## config.mk

```make
export PLATFORM = sky130hd
export DESIGN_NAME = dual_timer_wrap
export DESIGN_NICKNAME = d
export VERILOG_FILES = /design/src/rtl/dtw_pkg.sv /design/src/rtl/dtw_decode.sv /design/src/rtl/dtw_timer.sv /design/src/rtl/dual_timer_wrap.sv
export SDC_FILE = /design/constraint.sdc
export NUM_CORES = 1
export LEC_CHECK = 0
export BUFFER_PORTS_ARGS = -buffer_cell sky130_fd_sc_hd__clkbuf_2
export CORE_MARGIN = 4
export CORE_UTILIZATION = 32
export DETAILED_ROUTE_END_ITERATION = 10
export MAX_ROUTING_LAYER = met4
export PLACE_DENSITY = 0.56
export SLEW_MARGIN = 5
export SYNTH_ARGS = -nofsm -noshare
export SYNTH_HDL_FRONTEND = slang
export SYNTH_HIERARCHICAL = 1
export SYNTH_SLANG_ARGS = --single-unit
```

## constraint.sdc

```tcl
create_clock -name clk -period 2.4 [get_ports clk]
set_clock_uncertainty 0.1 [all_clocks]
set_input_delay 0.36 -clock clk [delete_from_list [all_inputs] [get_ports clk]]
set_output_delay 0.36 -clock clk [all_outputs]
set_load 0.01 [all_outputs]
```

## src/rtl/dtw_pkg.sv

```systemverilog
package dtw_pkg;

    localparam int unsigned DATA_W      = 32;
    localparam int unsigned WIN_BYTES   = 4096;
    localparam int unsigned SLICE_BYTES = 32;
    localparam int unsigned N_TMR       = 2;

    // Local word index of each timer register
    typedef enum logic [2:0] {
        REG_RELOAD = 3'd0,
        REG_COUNT  = 3'd1,
        REG_CTRL   = 3'd2,
        REG_CLEAR  = 3'd3,
        REG_FLAG   = 3'd4
    } reg_idx_e;

    // Control word: run is bit 0, irq enable bit 1, single-shot bit 2
    typedef struct packed {
        logic oneshot;
        logic irq_en;
        logic run;
    } ctrl_t;

    function automatic int unsigned words_of(input int unsigned bytes);
        return bytes / 4;
    endfunction

endpackage

```

## src/rtl/dtw_decode.sv

```systemverilog
module dtw_decode
    import dtw_pkg::*;
#(
    parameter int unsigned WADDR_W = 10,
    parameter int unsigned SLICE_W = 8,
    parameter int unsigned NT      = 2,
    localparam int unsigned LOC_W  = $clog2(SLICE_W),
    localparam int unsigned IDX_W  = WADDR_W - LOC_W
) (
    input  logic               clk,
    input  logic               rst,
    input  logic [WADDR_W-1:0] waddr,
    input  logic               wr_en,
    output logic [NT-1:0]      sel,
    output logic [NT-1:0]      wr_vec,
    output logic               hit,
    output logic [LOC_W-1:0]   loc
);

    logic [IDX_W-1:0] idx;

    assign idx = waddr[WADDR_W-1:LOC_W];
    // Dropping the upper bits removes the slice base of the selected timer
    assign loc = waddr[LOC_W-1:0];
    assign hit = |sel;

    for (genvar i = 0; i < NT; i++) begin : g_sel
        assign sel[i]    = (idx == IDX_W'(i));
        assign wr_vec[i] = wr_en & sel[i];
    end

    // at most one timer sees a write enable
    a_r3_single_write: assert property (@(posedge clk) disable iff (rst)
        $onehot0(wr_vec));

endmodule

```

## src/rtl/dtw_timer.sv

```systemverilog
module dtw_timer
    import dtw_pkg::*;
#(
    parameter int unsigned DW    = 32,
    parameter int unsigned LOC_W = 3
) (
    input  logic             clk,
    input  logic             rst,
    input  logic             tick,
    input  logic             we,
    input  logic [LOC_W-1:0] ridx,
    input  logic [DW-1:0]    wdata,
    output logic [DW-1:0]    rd_val,
    output logic             irq
);

    logic [DW-1:0] reload_q;
    logic [DW-1:0] cnt_q;
    ctrl_t         ctrl_q;
    logic          flag_q;
    logic          expire;

    assign expire = ctrl_q.run && tick && (cnt_q == '0);
    assign irq    = flag_q && ctrl_q.irq_en;

    always_ff @(posedge clk) begin
        if (rst) begin
            reload_q <= '0;
            cnt_q    <= '0;
            ctrl_q   <= '0;
            flag_q   <= 1'b0;
        end else begin
            if (ctrl_q.run && tick) begin
                if (cnt_q == '0) begin
                    flag_q <= 1'b1;
                    cnt_q  <= reload_q;
                    if (ctrl_q.oneshot) ctrl_q.run <= 1'b0;
                end else begin
                    cnt_q <= cnt_q - 1'b1;
                end
            end
            if (we) begin
                case (ridx)
                    LOC_W'(REG_RELOAD): begin
                        reload_q <= wdata;
                        cnt_q    <= wdata;
                    end
                    LOC_W'(REG_CTRL):  ctrl_q <= ctrl_t'(wdata[2:0]);
                    LOC_W'(REG_CLEAR): if (!expire) flag_q <= 1'b0;
                    default: ;
                endcase
            end
        end
    end

    always_comb begin
        rd_val = '0;
        case (ridx)
            LOC_W'(REG_RELOAD): rd_val = reload_q;
            LOC_W'(REG_COUNT):  rd_val = cnt_q;
            LOC_W'(REG_CTRL):   rd_val = {{(DW-3){1'b0}}, ctrl_q};
            LOC_W'(REG_FLAG):   rd_val = {{(DW-1){1'b0}}, flag_q};
            default:            rd_val = '0;
        endcase
    end

    // expiry without a competing write reloads and flags
    a_r7_expire_reload: assert property (@(posedge clk) disable iff (rst)
        (expire && !we) |=> (flag_q && cnt_q == $past(reload_q)));

    // a stopped timer with no write keeps its count
    a_r6_count_hold: assert property (@(posedge clk) disable iff (rst)
        (!ctrl_q.run && !we) |=> $stable(cnt_q));

endmodule

```

## src/rtl/dual_timer_wrap.sv

```systemverilog
module dual_timer_wrap
    import dtw_pkg::*;
#(
    parameter int unsigned DW       = DATA_W,
    parameter int unsigned WIN_B    = WIN_BYTES,
    parameter int unsigned SLICE_B  = SLICE_BYTES,
    parameter int unsigned NT       = N_TMR,
    localparam int unsigned WADDR_W = $clog2(words_of(WIN_B)),
    localparam int unsigned SLICE_W = words_of(SLICE_B),
    localparam int unsigned LOC_W   = $clog2(SLICE_W)
) (
    input  logic               clk,
    input  logic               rst,
    input  logic               tick,
    input  logic               wr_en,
    input  logic               rd_en,
    input  logic [WADDR_W-1:0] addr,
    input  logic [DW-1:0]      wdata,
    output logic [DW-1:0]      rdata,
    output logic               irq
);

    logic [NT-1:0]    sel;
    logic [NT-1:0]    wr_vec;
    logic [NT-1:0]    irq_vec;
    logic             hit;
    logic [LOC_W-1:0] loc;
    logic [DW-1:0]    rv [NT];
    logic [DW-1:0]    rmux;
    logic [DW-1:0]    rdata_q;

    dtw_decode #(.WADDR_W(WADDR_W), .SLICE_W(SLICE_W), .NT(NT)) u_decode (
        .clk(clk), .rst(rst), .waddr(addr), .wr_en(wr_en),
        .sel(sel), .wr_vec(wr_vec), .hit(hit), .loc(loc)
    );

    for (genvar i = 0; i < NT; i++) begin : g_tmr
        dtw_timer #(.DW(DW), .LOC_W(LOC_W)) u_tmr (
            .clk(clk), .rst(rst), .tick(tick), .we(wr_vec[i]),
            .ridx(loc), .wdata(wdata), .rd_val(rv[i]), .irq(irq_vec[i])
        );
    end

    always_comb begin
        rmux = '0;
        for (int i = 0; i < NT; i++) begin
            if (sel[i]) rmux = rmux | rv[i];
        end
    end

    always_ff @(posedge clk) begin
        if (rst) rdata_q <= '0;
        else     rdata_q <= rd_en ? rmux : '0;
    end

    assign rdata = rdata_q;
    assign irq   = |irq_vec;

    // no read strobe last cycle means zero read data
    a_r2_idle_zero: assert property (@(posedge clk) disable iff (rst)
        !$past(rd_en) |-> (rdata == '0));

    // a read past the timer slices returns zero
    a_r5_oob_read_zero: assert property (@(posedge clk) disable iff (rst)
        $past(rd_en && !hit) |-> (rdata == '0));

    // a write past the timer slices enables no timer
    a_r5_oob_no_write: assert property (@(posedge clk) disable iff (rst)
        (wr_en && addr >= WADDR_W'(NT * SLICE_W)) |-> (wr_vec == '0));

endmodule

```

==> results of run 1 <==
==> placed cells by master, fill, tap and decap left out, types with 10 or more instances in the layout <==
cell type / instances
clkbuf_2: 78
nor3_1: 35
xnor2_1: 13
nand3_1: 15
or3_1: 15
a22oi_1: 34
a211oi_1: 12
nand4_1: 15
buf_4: 130
o22ai_1: 16
o32ai_1: 13
xor2_1: 10
o21ai_0: 38
a22o_1: 57
mux2i_1: 21
nor4_1: 25
a21oi_1: 99
clkbuf_16: 17
dfxtp_1: 168
nand2_1: 175
o31ai_1: 11
nor2_1: 125
buf_12: 13
==> routing by layer <==
metal / GRT usage (%) / vias to the layer above
met1: 29.0 / 4671
li1: - / 4592
met4: 8.67 / 0
met3: 4.01 / 69
met5: - / -
met2: 34.4 / 340
==> timing repair <==
item	in CTS	in global routing
hold buffers	0	0
resized for setup	4	15
pin swaps	7	12
buffers inserted	0	3
endpoints found under the setup margin	11	33
==> flip-flops by register name, summed over array words and instances (netlist names) <==
| signal | cells |
|---|---|
| rdata | 32 |
| g_tmr.u_tmr/flag_q | 2 |
| g_tmr.u_tmr/ctrl_q | 6 |
| g_tmr.u_tmr/cnt_q | 64 |
| g_tmr.u_tmr/reload_q | 64 |
==> worst max path at each step <==
stage                                        start  slack [ns]  cells after the start                       end
final                     g_tmr[0].u_tmr/cnt_q[11]      -0.007                      6  g_tmr[0].u_tmr/cnt_q[20]
after global routing      g_tmr[0].u_tmr/cnt_q[11]       -0.12                      6  g_tmr[0].u_tmr/cnt_q[20]
after CTS                 g_tmr[0].u_tmr/cnt_q[11]       -0.04                      6  g_tmr[0].u_tmr/cnt_q[26]
after detailed placement                   addr[4]       -0.25                      8   g_tmr[1].u_tmr/cnt_q[0]
after global placement                     addr[4]       -0.24                      8   g_tmr[1].u_tmr/cnt_q[0]
after floorplan           g_tmr[0].u_tmr/cnt_q[12]       -0.05                      7  g_tmr[0].u_tmr/cnt_q[20]
==> critical path: cells and delay by family, from the launching register on <==
family,cells,cell delay (ns)
flops,1,0.31
mux,1,0.10
simple gates,3,1.35
compound gates,1,0.28
xor+xnor,1,0.16
==> cell type report <==
class	count	share of cell area (%)
inverter	9	0.289
clock buffer	20	3.91
timing repair buffer	222	14.0
clock inverter	12	0.974
tap	384	4.11
sequential	168	28.8
multi-input combinational	894	47.9
==> power groups by stage <==
stage / registers [mW] / clock network, mW / logic (mW)
2_1_floorplan: 2.85 / 0 / 0.143
3_3_place_gp: 2.85 / 0 / 0.316
3_5_place_dp: 2.85 / 0 / 0.317
4_1_cts: 2.79 / 2.76 / 0.318
5_1_grt: 2.79 / 2.88 / 0.340
6_report: 2.79 / 2.72 / 0.324
==> metrics by stage <==
step                      hold WS (ns)  cell area (sq um)  util (%)
after floorplan                  0.344               9370         -
after global placement           0.354              11000      38.4
after detailed placement         0.361              11000      38.4
after CTS                        0.102              11600      40.4
after global routing             0.118              11700      40.7
final                            0.118              11700      40.7
==> flow_summary.json, run 1 <==
{
  "outcome": "complete, but fails checks",
  "violations": "negative setup slack",
  "die_h_um": 179,
  "start_kind": "flip-flop",
  "finalNetCount": 1363,
  "seq_area_sq_mm": 0.00336,
  "rsz0062_at_grt": "yes",
  "power.total_mw": 5.84,
  "p_leak_nw": 4.53,
  "r2r_setup_slack_ns": -0.007,
  "swShare_pct": 24.8,
  "min_period_ns": 2.41,
  "grt_use_total_pct": 22.3,
  "worstPathArrival_ns": 2.63,
  "clock.fmax_ghz": 0.415,
  "antenna_found_initial": 0,
  "cts_buffers": 17,
  "top_layer": "met4",
  "ys.warnings.count": 6,
  "clk_path_buf_depth": 2,
  "tightest_slew_ns": 0.532,
  "gr-total-overflow": 0,
  "drive_gt1_share_pct": 24.1,
  "final_cells": 1709,
  "h-tree-depth": 4,
  "hp-class": "input port to flip-flop",
  "crit_slowest_cell": "or4_4",
  "insertion_delay_ns": 0.43,
  "drv_cap": 0,
  "hold_path_depth": 3,
  "critical_path_class": "flip-flop to flip-flop",
  "reg2reg_to": "g_tmr[0].u_tmr/cnt_q[20]",
  "critical_path.endpoint_type": "flip-flop",
  "cpMostUsedCell": "or4_4",
  "syn_nets": 1218,
  "first_pass_iters": 5,
  "drt_iter0_drc": 902,
  "start_util_pct": 32.5,
  "dp_hpwl_um": 25800,
  "report.final.slew_viol_count": 0,
  "fin_crit_sh_pct": 100,
  "rows": 62,
  "num_vias": 9672,
  "rr_worst_depth": 6,
  "wl_met1_um": 15000,
  "finalHoldViolations": 0,
  "via_per_inst": 5.66,
  "drtAntennaViolNets": 0,
  "p_seq_share_pct": 47.8,
  "worst_slack_ns": -0.00740,
  "worstHoldStart": "wdata[9]",
  "ir_drop_mv": 0.468,
  "p_comb_share_pct": 5.6,
  "die-area_sq_mm": 0.0319,
  "powerDensity_mw_per_mm2": 499,
  "grt_start_max_net_pins": 51,
  "max_stage_delay_ns": 0.63,
  "detail_route.wl_per_cell_um": 20.3,
  "grt_pass1_wl_um": 53500,
  "globalplace.congestion": 0.931,
  "crit_chain": "or4_4 -> or4_4 -> nor4_4 -> xor2_1 -> mux2i_1 -> a2111oi_2",
  "pre_cts_slack_ns": -0.253,
  "p_switching_mw": 1.45,
  "place_inst": 1674,
  "clock_sinks": 168,
  "die_w_um": 179,
  "netlist_area_sq_mm": 0.00933,
  "area_delta_synth_final_pct": 25.3,
  "maxSlewHeadroom_pct": 64.2,
  "fin_setup_tns_ns": -0.00740,
  "cts-root-buf": "clkbuf_16",
  "wl_met3_um": 2390,
  "num_antenna_cells": 0,
  "drc_errors": 0,
  "clk_pin_slew_ns": 0.07,
  "n_fill_cell": 3012,
  "route.met2.wl_um": 16000,
  "cts_tree": "yes",
  "grt_pass1_vias": 9387,
  "hold-path-endpoint": "g_tmr[1].u_tmr/reload_q[9]",
  "crit_required_ns": 2.63,
  "ioPinCount": 80,
  "synth.avg_cell_area_sq_um": 7.99,
  "synth_cells": 1167,
  "r2r_start": "g_tmr[0].u_tmr/cnt_q[11]",
  "setup_viol": 1,
  "multiInputGateArea_sq_mm": 0.00560,
  "intPower_mw": 4.39,
  "core_sq_mm": 0.0287,
  "portBuffers": 79,
  "worst-path-max-fanout": 6,
  "wl_um": 34700,
  "clkPwrFrac_pct": 46.7
}
(Power assumes the default switching activity.)
==> run 2, diff against run 1 <==
--- a/config.mk
+++ b/config.mk
@@ -6,13 +6,15 @@
 export NUM_CORES = 1
 export LEC_CHECK = 0
 export BUFFER_PORTS_ARGS = -buffer_cell sky130_fd_sc_hd__clkbuf_2
+export CELL_PAD_IN_SITES_DETAIL_PLACEMENT = 0
+export CELL_PAD_IN_SITES_GLOBAL_PLACEMENT = 1
 export CORE_MARGIN = 4
 export CORE_UTILIZATION = 32
+export CTS_CLUSTER_SIZE = 8
 export DETAILED_ROUTE_END_ITERATION = 10
 export MAX_ROUTING_LAYER = met4
-export PLACE_DENSITY = 0.56
+export PLACE_DENSITY = 0.7
 export SLEW_MARGIN = 5
 export SYNTH_ARGS = -nofsm -noshare
 export SYNTH_HDL_FRONTEND = slang
-export SYNTH_HIERARCHICAL = 1
 export SYNTH_SLANG_ARGS = --single-unit
==> run 2 against run 1 <==
Net effect: the flow still finishes with violations (negative setup slack); non-clock buffer count shrank 9; final cell count is 0.53% lower; worst setup slack worse by 0.017 ns; register-to-register slack got worse by 0.02 ns; first-iteration DRC count rose by 3.7%; hold slack better by 0.0087 ns; sequential power is essentially flat; routed wire length grew 2.9%; global-route usage increased by 1.2 points; critical path depth rose by 2; via count decreased by 0.19%; critical path type unchanged; critical endpoint is now g_tmr[0].u_tmr.cnt_q[26].
==> flow_summary.json, run 2 <==
{
  "post-synth-top-area-cell": "dfxtp_1",
  "place_inst": 1665,
  "h-tree-depth": 4,
  "antenna_found_initial": 0,
  "grt_pass1_wl_um": 55000,
  "grt_busiest_layer": "met2",
  "setup_viol": 1,
  "die_h_um": 175,
  "num_antenna_cells": 0,
  "num_vias": 9654,
  "fin_util_pct": 41.2,
  "maxSlewHeadroom_pct": 62.7,
  "insertion_delay_ns": 0.44,
  "ys.warnings.count": 0,
  "finalNetCount": 1366,
  "r2r_setup_slack_ns": -0.02,
  "violations": "negative setup slack",
  "globalplace.congestion": 0.917,
  "swShare_pct": 25.8,
  "rsz0062_at_grt": "yes",
  "worstPathArrival_ns": 2.69,
  "grt_start_max_net_pins": 58,
  "clk_pin_slew_ns": 0.08,
  "fin_setup_tns_ns": -0.0242,
  "synth.distinct_cells": 65,
  "synth.most_common_cell": "nand2_1",
  "intPower_mw": 4.32,
  "p_leak_nw": 4.21,
  "clk_path_buf_depth": 2,
  "holdBufCountCts": 0,
  "rows": 60,
  "outcome": "complete, but fails checks",
  "critical_path.endpoint_type": "flip-flop",
  "crit_required_ns": 2.67,
  "p_seq_share_pct": 47.8,
  "cts_tree": "yes",
  "clkPwrFrac_pct": 47.0,
  "synthTopCellsByArea": "dfxtp_1, nand2_1, a21oi_1, a22oi_1, nor2_1",
  "grt_util_met2_pct": 36.0,
  "netlist_area_sq_mm": 0.00888,
  "wl_um": 35700,
  "final_cell_mix": "nand2_1, dfxtp_1, buf_4, a21oi_1, nor2_1",
  "report.final.slew_viol_count": 0,
  "drc_errors": 0,
  "pre_cts_slack_ns": -0.0536,
  "min_period_ns": 2.42,
  "dp_hpwl_um": 26300,
  "cts_buffers": 17,
  "via_per_inst": 5.68,
  "powerDensity_mw_per_mm2": 522,
  "ys_seq_area_share_pct": 37.9,
  "die_w_um": 175,
  "yosys.area.top_type_share_pct": 37.9,
  "synth.avg_cell_area_sq_um": 7.53,
  "n_fill_cell": 2855,
  "clock_sinks": 168,
  "synth_edf_count": 0,
  "hp-class": "input port to flip-flop",
  "p_comb_share_pct": 5.1,
  "syn_nets": 1230,
  "ir_drop_mv": 0.404,
  "drt_iter0_drc": 935,
  "cts-root-buf": "clkbuf_16",
  "finalHoldViolations": 0,
  "start_kind": "flip-flop",
  "core_sq_mm": 0.0271,
  "gr-usage-met1_pct": 33.4,
  "detail_route.wl_per_cell_um": 21.0,
  "p_switching_mw": 1.51,
  "fin_crit_sh_pct": 101,
  "use_met3_pct": 2.73,
  "drv_cap": 0,
  "synth-main-ff-cell": "dfxtp_1",
  "portBuffers": 79,
  "tightest_slew_ns": 0.557,
  "ioPinCount": 80,
  "grt_pass1_vias": 9046,
  "area_delta_synth_final_pct": 25.8,
  "ys_top_cells_by_count": "nand2_1, dfxtp_1, a21oi_1",
  "grt_use_total_pct": 23.4,
  "die-area_sq_mm": 0.0305,
  "final_cells": 1700,
  "drive_gt1_share_pct": 21.2,
  "clock.fmax_ghz": 0.413,
  "final_common_cell": "nand2_1",
  "synth_cells": 1179,
  "drtAntennaViolNets": 0,
  "critical_path_class": "flip-flop to flip-flop",
  "worst_slack_ns": -0.0242,
  "first_pass_iters": 6,
  "start_util_pct": 32.8,
  "gr-total-overflow": 0,
  "postSynth.asyncResetShare_pct": 0,
  "ys_ff_latch": 168,
  "worst-path-max-fanout": 2,
  "power.total_mw": 5.83
}
[run 2: cells by family after synthesis]
group | synth area share (%)
buf+inv | 4.54
mux | 1.69
fa+ha+maj | 0.564
xor+xnor | 1.68
simple gates | 25.8
compound gates | 27.9
flops | 37.9
[run 2: layer usage]
| layer | routed length, um | vias up |
|---|---|---|
| met5 | 0 | - |
| met4 | 428 | 0 |
| met3 | 2230 | 35 |
| met2 | 16500 | 345 |
| met1 | 16600 | 4659 |
| li1 | - | 4615 |
[run 2: layout make-up]
| cell class | instances | area (sq um) | area share, % |
|---|---|---|---|
| timing repair buffer | 213 | 1510 | 13.5 |
| inverter | 10 | 37.5 | 0.336 |
| clock buffer | 17 | 425 | 3.81 |
| tap | 372 | 465 | 4.17 |
| multi-input combinational | 905 | 5230 | 46.8 |
| sequential | 168 | 3370 | 30.1 |
| clock inverter | 15 | 143 | 1.28 |
[run 2: what timing repair did]
item                       4_1_cts  5_1_grt
pin swaps                        0        1
setup endpoints to repair        3       35
gates resized for setup          2       17
buffers inserted                 0        3
gates cloned                     0        0
[run 2: worst paths after layout]
| kind | depth (start not counted) | end | start |
|---|---|---|---|
| setup / recovery | 8 | g_tmr[0].u_tmr.cnt_q[26] | g_tmr[0].u_tmr.cnt_q[1] |
| hold / removal | 3 | g_tmr[0].u_tmr.reload_q[13] | wdata[13] |
| setup reg to reg | 8 | g_tmr[0].u_tmr.cnt_q[26] | g_tmr[0].u_tmr.cnt_q[1] |
| hold reg to reg | 2 | g_tmr[1].u_tmr.reload_q[30] | g_tmr[1].u_tmr.reload_q[30] |
[run 2: power by group through the flow]
stage               Combinational, mW  Clock, mW  Sequential (mW)
floorplan                       0.114          0             2.85
global placement                0.294          0             2.85
detailed placement              0.294          0             2.85
CTS                             0.295       2.78             2.79
global route                    0.319       2.88             2.79
finish                          0.300       2.74             2.79
[run 2: metrics by stage]
stage,hold slack [ns],cell area (sq um)
final,0.127,11200
after floorplan,0.332,8900
after global placement,0.341,10500
after global routing,0.124,11200
after detailed placement,0.345,10500
after CTS,0.116,11100
[run 2: critical path, stage by stage, from the launching register on]
cell and delay [ns]:
dfxtp_2 0.32, inv_2 0.07, ha_4 0.12, or4b_4 0.47, or4_4 0.44, or4_4 0.44, a211oi_2 0.19, a21oi_1 0.05
o22ai_1 0.14
